==> config.mk <==
export PLATFORM = sky130hd
export DESIGN_NAME = frb_top
export DESIGN_NICKNAME = d
export VERILOG_FILES = /design/src/rtl/frb_pkg.sv /design/src/rtl/frb_drive_ctl.sv /design/src/rtl/frb_shadow_bank.sv /design/src/rtl/frb_ptr_file.sv /design/src/rtl/frb_top.sv
export SDC_FILE = /design/constraint.sdc
export NUM_CORES = 1
export LEC_CHECK = 0
export ABC_AREA = 1
export BUFFER_PORTS_ARGS = -buffer_cell sky130_fd_sc_hd__buf_4
export CORE_ASPECT_RATIO = 1.5
export CORE_MARGIN = 2
export CORE_UTILIZATION = 52
export DETAILED_ROUTE_END_ITERATION = 10
export GPL_TIMING_DRIVEN = 1
export PLACE_DENSITY = 0.8
export SYNTH_ARGS = -nofsm -noshare
export SYNTH_HDL_FRONTEND = slang
export SYNTH_SLANG_ARGS = --single-unit
==> constraint.sdc <==
create_clock -name clk -period 1.1 [get_ports clk]
set_clock_uncertainty 0.2 [all_clocks]
set_input_delay 0.055 -clock clk [delete_from_list [all_inputs] [get_ports clk]]
set_output_delay 0.055 -clock clk [all_outputs]
set_load 0.005 [all_outputs]
==> src/rtl/frb_pkg.sv <==
package frb_pkg;

    // Which driver owned the shared bus in the previous cycle
    typedef enum logic {
        LAST_OTHER  = 1'b0,
        LAST_SHADOW = 1'b1
    } last_drv_e;

    typedef struct packed {
        last_drv_e last;
    } drv_state_t;

endpackage

==> src/rtl/frb_drive_ctl.sv <==
module frb_drive_ctl
    import frb_pkg::*;
(
    input  logic clk,
    input  logic rst_n,
    input  logic trap_first,
    input  logic ram_req,
    output logic shadow_oe,
    output logic hram_cs,
    output logic src_shadow
);

    drv_state_t st_d, st_q;

    always_comb begin
        st_d       = st_q;
        st_d.last  = trap_first ? LAST_SHADOW : LAST_OTHER;
        shadow_oe  = trap_first;
        src_shadow = trap_first;
        // RAM waits one whole cycle after the shadows released the bus
        hram_cs    = ram_req && !trap_first && (st_q.last != LAST_SHADOW);
    end

    always_ff @(posedge clk or negedge rst_n) begin
        if (!rst_n) st_q <= '{last: LAST_OTHER};
        else        st_q <= st_d;
    end


    no_bus_clash_chk: assert property (@(posedge clk) disable iff (!rst_n)
        !(shadow_oe && hram_cs));


    ram_gap_chk: assert property (@(posedge clk) disable iff (!rst_n)
        trap_first |=> !hram_cs);

endmodule

==> src/rtl/frb_shadow_bank.sv <==
module frb_shadow_bank #(
    parameter int PTR_W   = 8,
    parameter int NUM_PTR = 3
) (
    input  logic                            clk,
    input  logic                            rst_n,
    input  logic                            snap,
    input  logic                            trap_first,
    input  logic [NUM_PTR-1:0][PTR_W-1:0]   ptr_cur,
    output logic [NUM_PTR-1:0][PTR_W-1:0]   shadow
);

    typedef struct packed {
        logic [NUM_PTR-1:0][PTR_W-1:0] val;
    } shd_t;

    shd_t shd_d, shd_q;
    logic take;

    always_comb begin
        take  = snap && !trap_first;
        shd_d = shd_q;
        if (take) shd_d.val = ptr_cur;
    end

    always_ff @(posedge clk or negedge rst_n) begin
        if (!rst_n) shd_q <= '0;
        else        shd_q <= shd_d;
    end

    assign shadow = shd_q.val;


    snap_capture_chk: assert property (@(posedge clk) disable iff (!rst_n)
        (snap && !trap_first) |=> (shadow == $past(ptr_cur)));


    trap_hold_chk: assert property (@(posedge clk) disable iff (!rst_n)
        trap_first |=> $stable(shadow));

endmodule

==> src/rtl/frb_ptr_file.sv <==
module frb_ptr_file #(
    parameter int PTR_W   = 8,
    parameter int NUM_PTR = 3
) (
    input  logic                            clk,
    input  logic                            rst_n,
    input  logic                            use_shadow,
    input  logic [NUM_PTR-1:0]              load_en,
    input  logic [NUM_PTR-1:0][PTR_W-1:0]   load_val,
    input  logic [NUM_PTR-1:0][PTR_W-1:0]   shadow,
    output logic [NUM_PTR-1:0][PTR_W-1:0]   ptr_q,
    output logic [NUM_PTR-1:0]              ptr_cen
);

    typedef struct packed {
        logic [NUM_PTR-1:0][PTR_W-1:0] val;
    } ptr_t;

    ptr_t pf_d, pf_q;
    logic [NUM_PTR-1:0][PTR_W-1:0] mux_in;

    for (genvar i = 0; i < NUM_PTR; i++) begin : g_ptr
        always_comb begin
            mux_in[i]  = use_shadow ? shadow[i] : load_val[i];
            ptr_cen[i] = use_shadow || load_en[i];
        end
    end

    always_comb begin
        pf_d = pf_q;
        for (int i = 0; i < NUM_PTR; i++) begin
            if (ptr_cen[i]) pf_d.val[i] = mux_in[i];
        end
    end

    always_ff @(posedge clk or negedge rst_n) begin
        if (!rst_n) pf_q <= '0;
        else        pf_q <= pf_d;
    end

    assign ptr_q = pf_q.val;


    all_cen_chk: assert property (@(posedge clk) disable iff (!rst_n)
        use_shadow |-> (ptr_cen == '1));


    restore_chk: assert property (@(posedge clk) disable iff (!rst_n)
        use_shadow |=> (ptr_q == $past(shadow)));

endmodule

==> src/rtl/frb_top.sv <==
module frb_top #(
    parameter int PTR_W   = 8,
    parameter int NUM_PTR = 3,
    localparam int BUS_W  = NUM_PTR * PTR_W
) (
    input  logic                clk,
    input  logic                rst_n,
    input  logic                trap_first,
    input  logic                snap,
    input  logic                ram_req,
    input  logic [NUM_PTR-1:0]  load_en,
    input  logic [BUS_W-1:0]    load_val,
    output logic [BUS_W-1:0]    ptr_q,
    output logic [NUM_PTR-1:0]  ptr_cen,
    output logic                src_shadow,
    output logic                shadow_oe,
    output logic                hram_cs
);

    logic [NUM_PTR-1:0][PTR_W-1:0] val_a, ptr_a, shd_a;

    assign val_a = load_val;
    assign ptr_q = ptr_a;

    frb_drive_ctl u_drv (
        .clk        (clk),
        .rst_n      (rst_n),
        .trap_first (trap_first),
        .ram_req    (ram_req),
        .shadow_oe  (shadow_oe),
        .hram_cs    (hram_cs),
        .src_shadow (src_shadow)
    );

    frb_shadow_bank #(.PTR_W(PTR_W), .NUM_PTR(NUM_PTR)) u_shd (
        .clk        (clk),
        .rst_n      (rst_n),
        .snap       (snap),
        .trap_first (trap_first),
        .ptr_cur    (ptr_a),
        .shadow     (shd_a)
    );

    frb_ptr_file #(.PTR_W(PTR_W), .NUM_PTR(NUM_PTR)) u_ptr (
        .clk        (clk),
        .rst_n      (rst_n),
        .use_shadow (src_shadow),
        .load_en    (load_en),
        .load_val   (val_a),
        .shadow     (shd_a),
        .ptr_q      (ptr_a),
        .ptr_cen    (ptr_cen)
    );


    idle_drive_chk: assert property (@(posedge clk) disable iff (!rst_n)
        !trap_first |-> (!shadow_oe && !src_shadow));

endmodule

==> results summary <==
The flow ran to the end, but the final reports show violations. The checks that failed: negative hold slack, negative setup slack. The clock latency at the later pin of the worst-skew pair is 0.30 ns. The register bit count reported by yosys is 49. The worst setup path is captured at an output pin. The via count of the first global-routing pass is 2,249. The synthesis warning total is 0. The highest achievable clock rate came out at 0.878 GHz. Yosys attributes the largest share of cell area to dfrtp_1 53%, nand2_1 31%, nand3_2 4.3%. The simple-gate share of the synthesized area came out at between 40% and 50%.

The largest driver fanout on the critical path is 1. The detailed-route wire length per cell is about 14 um. The global-route wire length before repair came out at ~9900 um.

The count of port buffers added during placement came out at 61. Leaving out fill and tap cells, the most frequent cell in the layout is nand2_1. After layout, the worst setup slack is -0.0389 ns. In this run the remaining antenna-violating nets after routing total 0. Synthesis handed over a netlist of 290 instances. The number of antenna violations at the first check in global routing came out at 0.

The portion of the post-synthesis area used by sequential elements is a little over half. The total of max-cap violations came out at 0. The number of slew-limit violations in the final report came out at 0. After detailed routing, the number of remaining DRC violations is 0.

CTS built an H-tree with a depth of 2. The number of nets produced by synthesis is 322. The cell accounting for the most synthesized area is dfrtp_1. Setup repair after global routing could not meet its margin everywhere. The initial standard-cell utilization of the core came out at between 50% and 60%.

The post-synthesis cell type count came out at 13. The cell internal power dissipation is 3160 uW. The largest voltage drop on the vdd net came out at 1.22 mV. The time the worst path needs with I/O delays and setup came out at 1.14 ns. The row count is 29.

The cell area after synthesis came out at 2320 um^2. The share of cell area taken by muxes after synthesis came out at 0%. The number of fillers in the final layout is 278. The min-delay analysis places its worst path in the category input port to flip-flop.

The leakage power came out at a little under 0.002 uW. The share of Yosys cell area claimed by the top area cell type came out at 52.8%. In the layout the commonest cells are 193 x nand2_1, 74 x buf_4, 49 x dfrtp_1. The post-route netlist has a little under a third of its cells at a drive strength greater than 1.

The estimated wirelength of the detail-placed design came out at 3610 um. The worst path uses 104% of the clock period. The clock buffer count from CTS is 5.

Setup violations remaining at the end of the flow were counted as 4. The average instance area after synthesis is 8.01 um^2. Timing analysis after detailed placement gives a worst setup slack of 0.00000683 ns. The via-per-instance ratio is 4.99.

STA classifies the critical path startpoint as a flip-flop. TritonCTS built the clock tree. For this run, the number of standard cells in the final layout without fillers is 452. The count of placed standard cells including taps came out at just under 400.

The critical path is of the flip-flop to output pin type. In this run the power density over the cells is approximately 1300 nW/um^2. The detailed router placed 2,257 vias in this run. The arrival time of data at the critical path endpoint is 0.88 ns. The number of hold-slack violations in the final timing report came out at 61.

Global routing used 25.9% of the available tracks. After detailed routing, the total wire length is 6140 um. The power dissipated by switching net loads came out at 1270 uW.

The die width came out at 58.6 um. The part of the total power dissipated in combinational logic came out at roughly 27%. Of the total power, the clock network draws 22.1%.

Net switching is 28.7% of the power. Final hold analysis gives a worst-case slack of -0.0579 ns. The maximum number of buffers from clock root to sink came out at 2. Total power for the finished layout comes to 4420 uW. The data required time at the worst endpoint is 0.84 ns. The first detailed-routing pass ran for 4 iterations.

The top-level port count came out at 62. The relative contribution of sequential cells to total power came out at between 50 and 60%. After Yosys synthesis, XOR and XNOR cells account for 0% of the synthesized area. The vertical die dimension came out at 85.8 um. The layout overhead on the synthesized area came out at 48.3%. The floorplan step defined a core boundary enclosing 4250 um^2. Counting every sink on the clock net gives 49.

The global-route congestion overflow total is 0. The worst slew margin relative to its limit is roughly three quarters. At the end of routability-driven placement, the weighted congestion stood at 0.831.

The maximum number of pins on one net before global-route repair is 26. The first routing iteration left 74 violations. At the end of the flow, the number of nets in the layout was 439.

The count of inserted antenna diode cells is 0. The area of the die is just over 5000 um^2. After synthesis, the largest family of logic cells by area is simple AND/OR/NAND/NOR gates. Summing the areas of all compound-gate instances in the mapped netlist gives 0% of the synthesized area.

The tree is rooted in a clkbuf_8. The adder-cell share of the synthesized area is 0%. At the pin with the least slew margin, the transition time is 0.350 ns. The clock-pin transition on the worst setup and hold timing paths came out at 0.09 ns.
-- stage by stage --
stage	instance area [um^2]	hold slack, ns	TNS (ns)	util (%)
global route	3440	-0.0445	-0.327	81.1
finish	3440	-0.0579	-0.0597	81.1
floorplan	2320	-0.441	0	-
global placement	2840	-0.258	0	66.9
detailed placement	2840	-0.256	0	66.9
CTS	3320	-0.0882	-0.0446	78.3
-- worst max-delay path, stage by stage, from the launching register on --
cell and delay [ns]:
dfrtp_1 0.38, nor2_1 0.09, buf_4 0.12
-- sequential cells by signal, indices dropped and copies added (netlist names) --
| register | cells |
|---|---|
| u_ptr.ptr_q | 24 |
| u_drv.st_q | 1 |
| u_shd.shadow | 24 |
-- cell type report --
cell class	instances	area (um^2)	area share, %
well taps	46	57.6	1.67
repair buffers	125	1120	32.6
inverters	4	20.0	0.581
flip-flops and latches	49	1230	35.6
clock inverters	1	5.00	0.145
clock buffers	5	68.8	2.00
multi-input cells	222	943	27.4
-- Yosys cell counts --
library cell	count
buf_12	1
nand2_4	1
buf_4	7
nor2_1	1
dfrtp_1	49
inv_2	3
nand2_1	193
nand3_2	10
inv_6	1
buf_2	3
nor2_4	3
buf_6	4
nand3_1	14
-- final timing paths --
path / startpoint / to / slack, ns / cells after the start
max in group asynchronous: rst_n / u_shd.shadow[16] / 0.33 / 3
min in group asynchronous: rst_n / u_ptr.ptr_q[4] / -0.04 / 2
min reg2reg: u_shd.shadow[9] / u_shd.shadow[9] / 0.28 / 2
max reg2reg: u_ptr.ptr_q[0] / u_shd.shadow[0] / 0.09 / 3
min: load_en[1] / u_ptr.ptr_q[12] / -0.06 / 5
max: u_drv.st_q / hram_cs / -0.04 / 2
-- power groups by stage --
stage | sequential (uW) | clock [uW] | combinational [uW]
2_1_floorplan | 2240 | 0 | 435
3_3_place_gp | 2280 | 0 | 823
3_5_place_dp | 2280 | 0 | 855
4_1_cts | 2210 | 990 | 1110
5_1_grt | 2260 | 1070 | 1340
6_report | 2240 | 980 | 1210
-- logic make-up after synthesis --
group,count (synthesis)
buffers and inverters,19
DFF,49
and+or+nand+nor,222
-- repair_timing --
action / 4_1_cts / 5_1_grt
gates resized for setup: 2 / 19
endpoints found under the hold margin: 95 / 52
pin swaps: 1 / 0
endpoints found under the setup margin: 21 / 23
setup buffers: 19 / 5
hold buffers: 26 / 1
cloned: 0 / 0
-- per-layer routing --
layer,part of all wire [%],global-route usage (%)
met1,40,31.8
met2,54,44.4
met3,3.9,4.52
met4,2.1,10.1
met5,0,0
No activity file was read; power rests on OpenSTA's default activity.
